## src/rtl/ret_stack_pkg.sv

```systemverilog
package ret_stack_pkg;

  // Operation seen by the pointer and the storage in one cycle
  typedef enum logic [1:0] {
    OP_IDLE = 2'b00,
    OP_PUSH = 2'b01,
    OP_POP  = 2'b10,
    OP_SWAP = 2'b11
  } stk_op_e;

  // Pointer width; never below one bit so a single-level stack still elaborates
  function automatic int ptr_width(input int depth);
    int w;
    w = $clog2(depth);
    if (w < 1) w = 1;
    return w;
  endfunction

  function automatic stk_op_e decode_op(input logic push, input logic pop);
    stk_op_e op;
    case ({pop, push})
      2'b01:   op = OP_PUSH;
      2'b10:   op = OP_POP;
      2'b11:   op = OP_SWAP;
      default: op = OP_IDLE;
    endcase
    return op;
  endfunction

endpackage

```

## src/rtl/ret_stack_rst.sv

```systemverilog
// Combines the two reset sources: reset asserts at once, releases on the clock
module ret_stack_rst (
  input  logic clk,
  input  logic por_n,
  input  logic usr_rst_n,
  output logic rst_n_sync
);

  logic raw_n;
  logic meta_q;
  logic sync_q;

  assign raw_n = por_n & usr_rst_n;

  always_ff @(posedge clk or negedge raw_n) begin
    if (!raw_n) begin
      meta_q <= 1'b0;
      sync_q <= 1'b0;
    end else begin
      meta_q <= 1'b1;
      sync_q <= meta_q;
    end
  end

  assign rst_n_sync = sync_q;

endmodule

```

## src/rtl/ret_stack_ptr.sv

```systemverilog
// Top-of-stack pointer, counting modulo DEPTH in both directions
module ret_stack_ptr
  import ret_stack_pkg::*;
#(
  parameter int DEPTH = 8,
  localparam int PW = ptr_width(DEPTH)
) (
  input  logic          clk,
  input  logic          rst_n,
  input  stk_op_e       op,
  output logic [PW-1:0] ptr,
  output logic [PW-1:0] wr_idx
);

  localparam logic [PW-1:0] LAST = PW'(DEPTH - 1);

  logic [PW-1:0] ptr_q;
  logic [PW-1:0] ptr_d;
  logic [PW-1:0] ptr_up;
  logic [PW-1:0] ptr_dn;
  logic          ptr_en;

  always_comb begin
    ptr_up = (ptr_q == LAST) ? '0 : ptr_q + PW'(1);
    ptr_dn = (ptr_q == '0) ? LAST : ptr_q - PW'(1);
  end

  always_comb begin
    ptr_d  = ptr_q;
    ptr_en = 1'b0;
    wr_idx = ptr_up;
    case (op)
      OP_PUSH: begin
        ptr_d  = ptr_up;
        ptr_en = 1'b1;
      end
      OP_POP: begin
        ptr_d  = ptr_dn;
        ptr_en = 1'b1;
      end
      OP_SWAP: wr_idx = ptr_q;
      default: ;
    endcase
  end

  always_ff @(posedge clk or negedge rst_n) begin
    if (!rst_n) begin
      ptr_q <= '0;
    end else if (ptr_en) begin
      ptr_q <= ptr_d;
    end
  end

  assign ptr = ptr_q;

endmodule

```

## src/rtl/ret_stack_mem.sv

```systemverilog
// Register array of return addresses; contents are not reset
module ret_stack_mem
  import ret_stack_pkg::*;
#(
  parameter int DEPTH = 8,
  parameter int AW    = 16,
  localparam int PW = ptr_width(DEPTH)
) (
  input  logic          clk,
  input  logic          we,
  input  logic [PW-1:0] wr_idx,
  input  logic [AW-1:0] wdata,
  input  logic [PW-1:0] rd_idx,
  output logic [AW-1:0] rdata
);

  logic [AW-1:0] slot_rd [DEPTH];

  for (genvar g = 0; g < DEPTH; g++) begin : g_slot
    logic          slot_we;
    logic [AW-1:0] slot_q;

    assign slot_we = we && (wr_idx == PW'(g));

    always_ff @(posedge clk) begin
      if (slot_we) begin
        slot_q <= wdata;
      end
    end

    assign slot_rd[g] = slot_q;
  end

  always_comb begin
    rdata = slot_rd[0];
    for (int i = 1; i < DEPTH; i++) begin
      if (rd_idx == PW'(i)) rdata = slot_rd[i];
    end
  end

endmodule

```

## src/rtl/ret_stack.sv

```systemverilog
module ret_stack
  import ret_stack_pkg::*;
#(
  parameter int DEPTH = 8,
  parameter int AW    = 16
) (
  input  logic          clk,
  input  logic          por_n,
  input  logic          usr_rst_n,
  input  logic          push,
  input  logic          pop,
  input  logic [AW-1:0] push_addr,
  output logic [AW-1:0] top_addr
);

  localparam int PW = ptr_width(DEPTH);

  logic          rst_n_s;
  stk_op_e       op;
  logic [PW-1:0] ptr_q;
  logic [PW-1:0] wr_idx;
  logic          mem_we;

  ret_stack_rst u_rst (
    .clk        (clk),
    .por_n      (por_n),
    .usr_rst_n  (usr_rst_n),
    .rst_n_sync (rst_n_s)
  );

  // Strobes count only once the synchronised reset has released
  assign op     = rst_n_s ? decode_op(push, pop) : OP_IDLE;
  assign mem_we = (op == OP_PUSH) || (op == OP_SWAP);

  ret_stack_ptr #(.DEPTH(DEPTH)) u_ptr (
    .clk    (clk),
    .rst_n  (rst_n_s),
    .op     (op),
    .ptr    (ptr_q),
    .wr_idx (wr_idx)
  );

  ret_stack_mem #(.DEPTH(DEPTH), .AW(AW)) u_mem (
    .clk    (clk),
    .we     (mem_we),
    .wr_idx (wr_idx),
    .wdata  (push_addr),
    .rd_idx (ptr_q),
    .rdata  (top_addr)
  );

endmodule

```

## config.mk

```make
export PLATFORM = sky130hd
export DESIGN_NAME = ret_stack
export DESIGN_NICKNAME = d
export VERILOG_FILES = /design/src/rtl/ret_stack_pkg.sv /design/src/rtl/ret_stack_rst.sv /design/src/rtl/ret_stack_ptr.sv /design/src/rtl/ret_stack_mem.sv /design/src/rtl/ret_stack.sv
export SDC_FILE = /design/constraint.sdc
export NUM_CORES = 1
export LEC_CHECK = 0
export BUFFER_PORTS_ARGS = -buffer_cell sky130_fd_sc_hd__buf_4
export CAP_MARGIN = 10
export CORE_ASPECT_RATIO = 1.75
export CORE_MARGIN = 10
export CORE_UTILIZATION = 25
export CTS_BUF_LIST = sky130_fd_sc_hd__clkbuf_4 sky130_fd_sc_hd__clkbuf_8
export CTS_CLUSTER_DIAMETER = 50
export DETAILED_ROUTE_END_ITERATION = 10
export PLACE_DENSITY_LB_ADDON = 0.25
export REMOVE_ABC_BUFFERS = 1
export SKIP_CTS_REPAIR_TIMING = 1
export SKIP_LAST_GASP = 1
export SYNTH_ARGS = -nofsm -noshare
export SYNTH_HDL_FRONTEND = slang
export SYNTH_HIERARCHICAL = 1
export SYNTH_SLANG_ARGS = --single-unit
```

## constraint.sdc

```tcl
create_clock -name clk -period 2.2 [get_ports clk]
set_clock_uncertainty 0.1 [all_clocks]
set_input_delay 0 -clock clk [delete_from_list [all_inputs] [get_ports clk]]
set_output_delay 0 -clock clk [all_outputs]
set_load 0.02 [all_outputs]
```

### Word level (Yosys, flattened, before mapping)

Cells that the tools add are included.

* register bits: 133
* memories: 0
* bits in read-only memories: 0
* bits in writable memories: 0
* input bits: 21
* bits in latches: 0
* output and inout bits: 16
* logic and storage cells: 62

* divide/modulo/power cells: 0
* bitwise operators: 1
* shifts and indexed selects: 0
* $mul: 0
* mux-type cells: 14
* $lt $le $gt $ge: 0
* reduce and logical (&&, ||, !) cells: 14
* equal/unequal tests: 20
* add/sub/neg operators: 2

Operators by type and width (count)
* two-way mux 16 bit: 7
* equality test 3 bit, second input constant: 8
* equality test 3 x 2 -> 1 bit, second input constant: 4
* two-way mux 3 bit: 3
* equality test 2 bit, second input constant: 4
* logical AND 1 bit: 8
* equality test 3 x 1 -> 1 bit, second input constant: 2
* zero test 3 bit: 2
* case mux 2 bit (3 select lines): 1
* case mux 3 bit (2 select lines): 1
* equality test 2 x 1 -> 1 bit, second input constant: 2
* adder 3 x 1 -> 3 bit, second input constant: 1
* subtractor 3 x 1 -> 3 bit, second input constant: 1
* two-way mux 2 bit: 1
* AND reduction 2 bit: 1
* nonzero test 2 bit: 1
* OR reduction 2 bit: 1
* bitwise AND 1 bit: 1
* logical OR 1 bit: 1
* two-way mux 1 bit: 1

### Longest topological paths before layout

Gate-level depths: netlist of the first run.

* depth after elaboration: 8
* gate-level depth with buffers: 6
* depth with buffers taken out: 6

### By module

The synthesis of the first run kept the hierarchy.

Modules (own cells, without submodules)
* ret_stack_mem: seq. area each 3843.7 um2, area an instance 5261.3 um2, cells an instance 344, times used 1
* ret_stack_ptr: seq. area each 75.1 um2, area an instance 277.8 um2, cells an instance 32, times used 1
* ret_stack_rst: seq. area each 50.0 um2, area an instance 60.1 um2, cells an instance 4, times used 1
* ret_stack: seq. area each 0.0 um2, area an instance 12.5 um2, cells an instance 2, times used 1

### Least setup slack after synthesis of the first run

OpenSTA, ideal clock, no wires.

* path type: register to register
* from: register u_ptr.ptr_q[0], in the netlist u_ptr/ptr[0]
* to: register u_mem.g_slot[0].slot_q[0] (enable)
* clock period less this slack: 3.035 ns
* required time: 1.691 ns
* arrival: 2.526 ns
* path buffers: 0
* slack: -0.835 ns
* setup time: 0.409 ns
* cell stages (with the launch flop): 6
* cell sequence: dfrtp_1 > ha_1 > ha_1 > mux2_1 > nand2b_1 > nor3_1

* cells in the longest elaborated chain, start to end: 5
* elaborated cells between the ends (all ways): 6
* those cells by class: add/sub (1); eq/ne (1); mux (2); reduce/logical (2)

Ends and longest elaborated chain
* start: declaration: line ret_stack_ptr.sv:17 `logic [PW-1:0] ptr_q;`
* start signal: assignment: line ret_stack_ptr.sv:50 `ptr_q <= ptr_d;`
* adder 3 x 1 -> 3 bit / equality test 3 bit (equally long branches): line ret_stack_ptr.sv:24 `ptr_up = (ptr_q == LAST) ? '0 : ptr_q + PW'(1);`
* two-way mux 3 bit *: line ret_stack_ptr.sv:24
* two-way mux 3 bit *: line ret_stack_ptr.sv:32 `case (op)`
* via wr_idx[2]: line ret_stack.sv:21 `logic [PW-1:0] wr_idx;`
* zero test 3 bit *: line ret_stack_mem.sv:23 `assign slot_we = we && (wr_idx == PW'(g));`
* logical AND 1 bit *: line ret_stack_mem.sv:23
* via u_mem.g_slot[0].slot_we: line ret_stack_mem.sv:20 `logic slot_we;`
* end signal: assignment: line ret_stack_mem.sv:27 `slot_q <= wdata;`
* end: declaration: line ret_stack_mem.sv:21 `logic [AW-1:0] slot_q;`

Mark *: on every way through the listed nets, which the timed path passes. The rest lies on a longest branch.
A chain may end at the register's enable or synchronous reset.

### Worst setup path after layout of the first run

* from: register u_ptr.ptr_q[1], in the netlist u_ptr/ptr[1]
* to: register u_mem.g_slot[0].slot_q[12] (enable)

Same word-level chain as after synthesis.

==> results of run 1 <==
[sequential cells by signal, indices dropped and copies added, names as in the netlist]
name,cells
u_rst/rst_n_sync,1
u_rst/meta_q,1
u_mem/g_slot.slot_q,128
u_ptr/ptr,3
[area by class of cell]
type / instances / area share (%)
multi-input combinational: 225 / 23.3
clock inverter: 14 / 1.76
sequential: 133 / 50.8
clock buffer: 17 / 2.99
antenna: 1 / 0.0320
inverter: 5 / 0.240
tap: 296 / 4.74
timing repair buffer: 123 / 16.1
[power groups by stage]
stage / logic, uW / registers (uW) / clock network [uW]
6_report: 5460 / 3240 / 1930
2_1_floorplan: 1940 / 3500 / 0
4_1_cts: 3910 / 3220 / 1980
3_5_place_dp: 3890 / 3270 / 0
3_3_place_gp: 3860 / 3270 / 0
5_1_grt: 5800 / 3260 / 2100
[synth_stat cells, drive strengths merged (2+ instances only)]
cell	instances
edfxtp	128
a21oi	47
nor2	42
mux2i	33
o21ai	19
buf	16
mux2	15
a22oi	14
o221ai	14
ha	6
nand2	6
dfrtp	5
inv	5
nand2b	5
nor3	5
and2	4
clkbuf	3
nor2b	3
a31oi	2
[metrics by stage]
stage / hold WS, ps / area (um2)
final: 55.5 / 7810
after global placement: -191 / 6490
after global routing: 83.6 / 7810
after CTS: -678 / 6860
after detailed placement: -189 / 6490
after floorplan: -294 / 5490
[how the worst min path moves through the flow]
stage                              end  slack [ps]  cells after the start
final                     u_ptr/ptr[0]          60                      1
after global routing      u_ptr/ptr[1]          80                      1
after CTS                 u_rst/meta_q        -680                      2
after detailed placement  u_rst/meta_q        -190                      2
after global placement    u_rst/meta_q        -190                      2
after floorplan           u_rst/meta_q        -290                      1
[worst reg2reg max path, cell delays in order (launching register included)]
cell,delay (ps)
dfrtp_2,430
ha_2,190
ha_4,230
mux2_4,270
nand2b_4,190
nor3_4,300
buf_6,190
[kinds of logic after synthesis]
group	synth area share [%]
adder cells (fa/ha/maj)	1.34
other	0.0668
buffers and inverters	2.43
flip-flops	70.7
multiplexers	8.90
AO/OA/AOI/OAI	11.2
AND/OR/NAND/NOR	5.35
[metal layers]
layer	vias up	share of wire (%)	track usage (%)
li1	1736	-	-
met1	1893	37	9.91
met2	88	57	18.4
met3	23	2.9	2.07
met4	0	3.2	4.73
met5	-	0	0
==> impl_metrics.env, run 1 <==
export IMPL_antenna_left=0
export IMPL_die_area_um2=29100
export IMPL_grt_pass1_vias=3649
export IMPL_numCtsBuffers=17
export IMPL_overflow=0
export IMPL_hpwl_um=9540
export IMPL_seq_power_share_pct=30.5
export IMPL_layoutNonFillerInstCount=814
export IMPL_critPathMaxStageDelay_ps=430
export IMPL_grt_usage_pct=9.76
export IMPL_cp_depth=6
export IMPL_cp_endpoint="u_mem/g_slot[0].slot_q[12]"
export IMPL_detail_route_vias_per_cell=4.59
export IMPL_synth_cells=382
export IMPL_p_per_area_nw_per_um2=1360
export IMPL_worstHoldPathType="reg2async"
export IMPL_die_y_um=218
export IMPL_drive_gt1_share_pct=40.2
export IMPL_final_common_cell="edfxtp_1"
export IMPL_drt_first_pass_iters=4
export IMPL_drt_total_wl_um=16500
export IMPL_ios=37
export IMPL_gp_congestion=0.768
export IMPL_path_delay_family="simple AND/OR/NAND/NOR gates"
export IMPL_nets=532
export IMPL_p_sw_share_pct=37.9
export IMPL_critPathBufInv=1
export IMPL_clock_latency_ps=440
export IMPL_dp_slack_ps=-29.5
export IMPL_syn_cell_area_um2=5610
export IMPL_fin_ws_ps=2.03
export IMPL_ys_seq_elements=133
export IMPL_min_period_ps=2200
export IMPL_row_count=72
export IMPL_switching_power_uw=4030
export IMPL_critPathMaxFanout=6
export IMPL_cts_root_buf="clkbuf_8"
export IMPL_worstReg2RegEnd="u_mem/g_slot[0].slot_q[12]"
export IMPL_fin_util_pct=35.4
export IMPL_ir_drop_mv=0.431
export IMPL_multi_input_area_um2=1820
export IMPL_pwr_share_comb_pct=51.4
export IMPL_layout_common_cells="128 x edfxtp_1, 64 x buf_4, 36 x nor2_1, 36 x a21oi_1, 32 x mux2i_1"
export IMPL_rr_startpoint="u_ptr/ptr[1]"
export IMPL_grt_start_max_net_pins=69
export IMPL_syn_avg_cell_area_um2=14.7
export IMPL_cellLeakagePower_uw=0.00279
export IMPL_seq_area_um2=3970
export IMPL_internal_power_uw=6600
export IMPL_hold_viol=0
export IMPL_r2r_slack_ps=2
export IMPL_fillers=2135
export IMPL_drv_slew=0
export IMPL_worstPathRequired_ps=2250
export IMPL_start_util_pct=25.4
export IMPL_pwr_share_clk_pct=18.2
export IMPL_antenna_found_initial=0
export IMPL_yosysTopAreaCellShare_pct=68.5
export IMPL_synth_edf_count=128
export IMPL_grt_pass1_wl_um=21500
export IMPL_port_buffers=36
export IMPL_yosys_warnings=6
export IMPL_cp_start_kind="register"
export IMPL_routed_via_count=3740
export IMPL_tritoncts="built"
export IMPL_setup_worst_path_start="u_ptr/ptr[1]"
export IMPL_cts_sinks=133
export IMPL_yosysSeqAreaShare_pct=70.7
export IMPL_synth_area_leader_cell="edfxtp_1"
export IMPL_drt_iter0_drc=227
export IMPL_setup_tns_ps=0
export IMPL_crit_slowest_cell="dfrtp_2"
export IMPL_cp_arrival_ps=2250
export IMPL_clk_pin_slew_ps=80
export IMPL_drcViolationCount=0
export IMPL_fmax_mhz=455
export IMPL_async_reset_ff_share_pct=3.76
export IMPL_dp_cells=734
export IMPL_die_x_um=133
export IMPL_wl_per_cell_um=20.3
export IMPL_setup_viol=0
export IMPL_coreArea_um2=22100
export IMPL_rsz0062_at_grt="true"
export IMPL_post_route_period_util_pct=99.9
export IMPL_power_total_uw=10600
export IMPL_syn_to_final_growth_pct=39.2
export IMPL_r2r_cells=6
export IMPL_crit_chain="ha_2, ha_4, mux2_4, nand2b_4, nor3_4, buf_6"
export IMPL_worstSetupEndpointType="register"
export IMPL_outcome="finished clean"
export IMPL_worst_setup_path_type="reg2reg"
export IMPL_synthFlopType="edfxtp_1"
export IMPL_cts_path_max_buffers=2
export IMPL_htreeDepth=4
export IMPL_synth_cell_types=35
export IMPL_max_cap_viol_count=0
export IMPL_synth_area_top_cells="edfxtp_1 68%, mux2i_1 5.9%, a21oi_1 4.2%, mux2_2 2.8%, nor2_1 2.8%"
Power figures use the tool's default switching activity.
==> run 2, diff against run 1 <==
Settings changed: RECOVER_POWER from default to 50.
==> run 2 against run 1 <==
First-iteration DRC count down 11%. Utilization fell by 0.29 points. Register-to-register slack barely moved. Critical path depth unchanged. Flip-flop and latch count did not move. Hold slack better by 22 ps. Count of clock-buffer cells in the layout unchanged. Sequential power about the same. Die area stayed put. Power is 0.12% lower. Wire length rose by 0.16%. Final cell count unchanged.
==> impl_metrics.env, run 2 (synthesized netlist as in run 1, its figures left out) <==
export IMPL_htreeDepth=4
export IMPL_die_x_um=133
export IMPL_drcViolationCount=0
export IMPL_rr_startpoint="u_ptr/ptr[1]"
export IMPL_post_route_period_util_pct=99.7
export IMPL_nets=532
export IMPL_layout_common_cells="128 x edfxtp_1, 47 x buf_4, 36 x nor2_1, 36 x a21oi_1, 32 x mux2i_1"
export IMPL_drt_total_wl_um=16500
export IMPL_final_area_um2=7750
export IMPL_regMostFlops="u_mem/g_slot.slot_q"
export IMPL_port_buffers=36
export IMPL_ir_drop_mv=0.431
export IMPL_cts_root_buf="clkbuf_8"
export IMPL_worstSetupEndpointType="register"
export IMPL_drv_slew=0
export IMPL_setup_viol=0
export IMPL_numCtsBuffers=17
export IMPL_grt_use_met1_pct=9.91
export IMPL_r2r_cells=6
export IMPL_whs_ps=77.4
export IMPL_clock_latency_ps=440
export IMPL_clk_pin_slew_ps=80
export IMPL_cts_sinks=133
export IMPL_antenna_left=0
export IMPL_worstReg2RegEnd="u_mem/g_slot[0].slot_q[12]"
export IMPL_cellLeakagePower_uw=0.00273
export IMPL_final_common_cell="edfxtp_1"
export IMPL_busiest_layer="met2"
export IMPL_overflow=0
export IMPL_max_cap_viol_count=0
export IMPL_largest_reg_flops=128
export IMPL_cts_path_max_buffers=2
export IMPL_fmax_mhz=456
export IMPL_cp_start_kind="register"
export IMPL_gp_congestion=0.768
export IMPL_grt_pass1_wl_um=21500
export IMPL_row_count=72
export IMPL_r2r_slack_ps=6
export IMPL_ios=37
export IMPL_antenna_found_initial=0
export IMPL_grtUsageMet2_pct=18.4
export IMPL_cp_arrival_ps=2250
export IMPL_wl_per_cell_um=20.3
export IMPL_coreArea_um2=22100
export IMPL_fillers=2136
export IMPL_grt_usage_pct=9.76
export IMPL_p_per_area_nw_per_um2=1370
export IMPL_grt_start_max_net_pins=69
export IMPL_place_area_um2=6490
export IMPL_min_period_ps=2190
export IMPL_rsz0062_at_grt="true"
export IMPL_worst_setup_path_type="reg2reg"
export IMPL_worstPathRequired_ps=2250
export IMPL_hold_viol=0
export IMPL_detail_route_vias_per_cell=4.62
export IMPL_die_area_um2=29100
export IMPL_syn_to_final_growth_pct=38.1
export IMPL_drt_iter0_drc=202
export IMPL_hpwl_um=9540
export IMPL_met3_usage_pct=2.07
export IMPL_outcome="finished clean"
export IMPL_die_y_um=218
export IMPL_setup_tns_ps=0
export IMPL_tritoncts="built"
export IMPL_drive_gt1_share_pct=36.9
export IMPL_critPathMaxFanout=6
export IMPL_start_util_pct=25.4
export IMPL_drt_first_pass_iters=4
export IMPL_grt_pass1_vias=3649
export IMPL_routed_via_count=3757
export IMPL_worstHoldPathType="reg2async"
-- run 2: cell types whose count changed in the layout (fill, tap and decap cells not counted) --
cell,previous run,this run
buf_4,64,47
clkbuf_1,0,17
-- run 2: per-layer routing --
metal  share of wire (%)  wire, um
met2                  57      9420
met3                 3.1       507
met5                   0         0
met1                  37      6080
met4                 3.2       530
-- run 2: final cells by class --
cell class / instances / area [um2] / area share, %
flip-flops and latches: 133 / 3970 / 51.2
clock buffers: 17 / 234 / 3.02
inverters: 5 / 18.8 / 0.242
multi-input cells: 225 / 1820 / 23.5
clock inverters: 14 / 138 / 1.78
repair buffers: 123 / 1190 / 15.4
diodes: 1 / 2.50 / 0.0323
well taps: 296 / 370 / 4.78
-- run 2: worst max-delay path, stage by stage (launching register included) --
cell and delay [ps]:
dfrtp_2 430, ha_2 190, ha_4 230, mux2_4 270, nand2b_4 190, nor3_4 290, buf_6 190
-- run 2: how the worst max path moves through the flow --
stage                                 endpoint  cells past startpoint  slack, ps    startpoint
floorplan            u_mem/g_slot[0].slot_q[0]                      5      -2380  u_ptr/ptr[1]
global placement     u_mem/g_slot[0].slot_q[6]                      6         10  u_ptr/ptr[1]
detailed placement   u_mem/g_slot[7].slot_q[6]                      8        -30  u_ptr/ptr[0]
CTS                                top_addr[0]                      8       -350  u_ptr/ptr[1]
global route         u_mem/g_slot[0].slot_q[7]                      6        -20  u_ptr/ptr[1]
finish              u_mem/g_slot[0].slot_q[12]                      6          6  u_ptr/ptr[1]
-- run 2: metrics by stage --
step / worst slack (ps) / total power [uW] / utilization [%] / cells
after floorplan: -2380 / 5440 / - / 363
after global placement: 12.4 / 7130 / 29.4 / 734
after detailed placement: -29.5 / 7170 / 29.4 / 734
after CTS: -349 / 9110 / 31.1 / 765
after global routing: -23.8 / 11100 / 35.1 / 813
final: 5.74 / 10600 / 35.1 / 814
-- run 2: power by group --
part	internal (uW)	total [uW]	switching, uW	leakage (uW)
logic	2480	5450	2970	0.00134
clock network	987	1930	941	0.000176
registers	3120	3240	119	0.00121
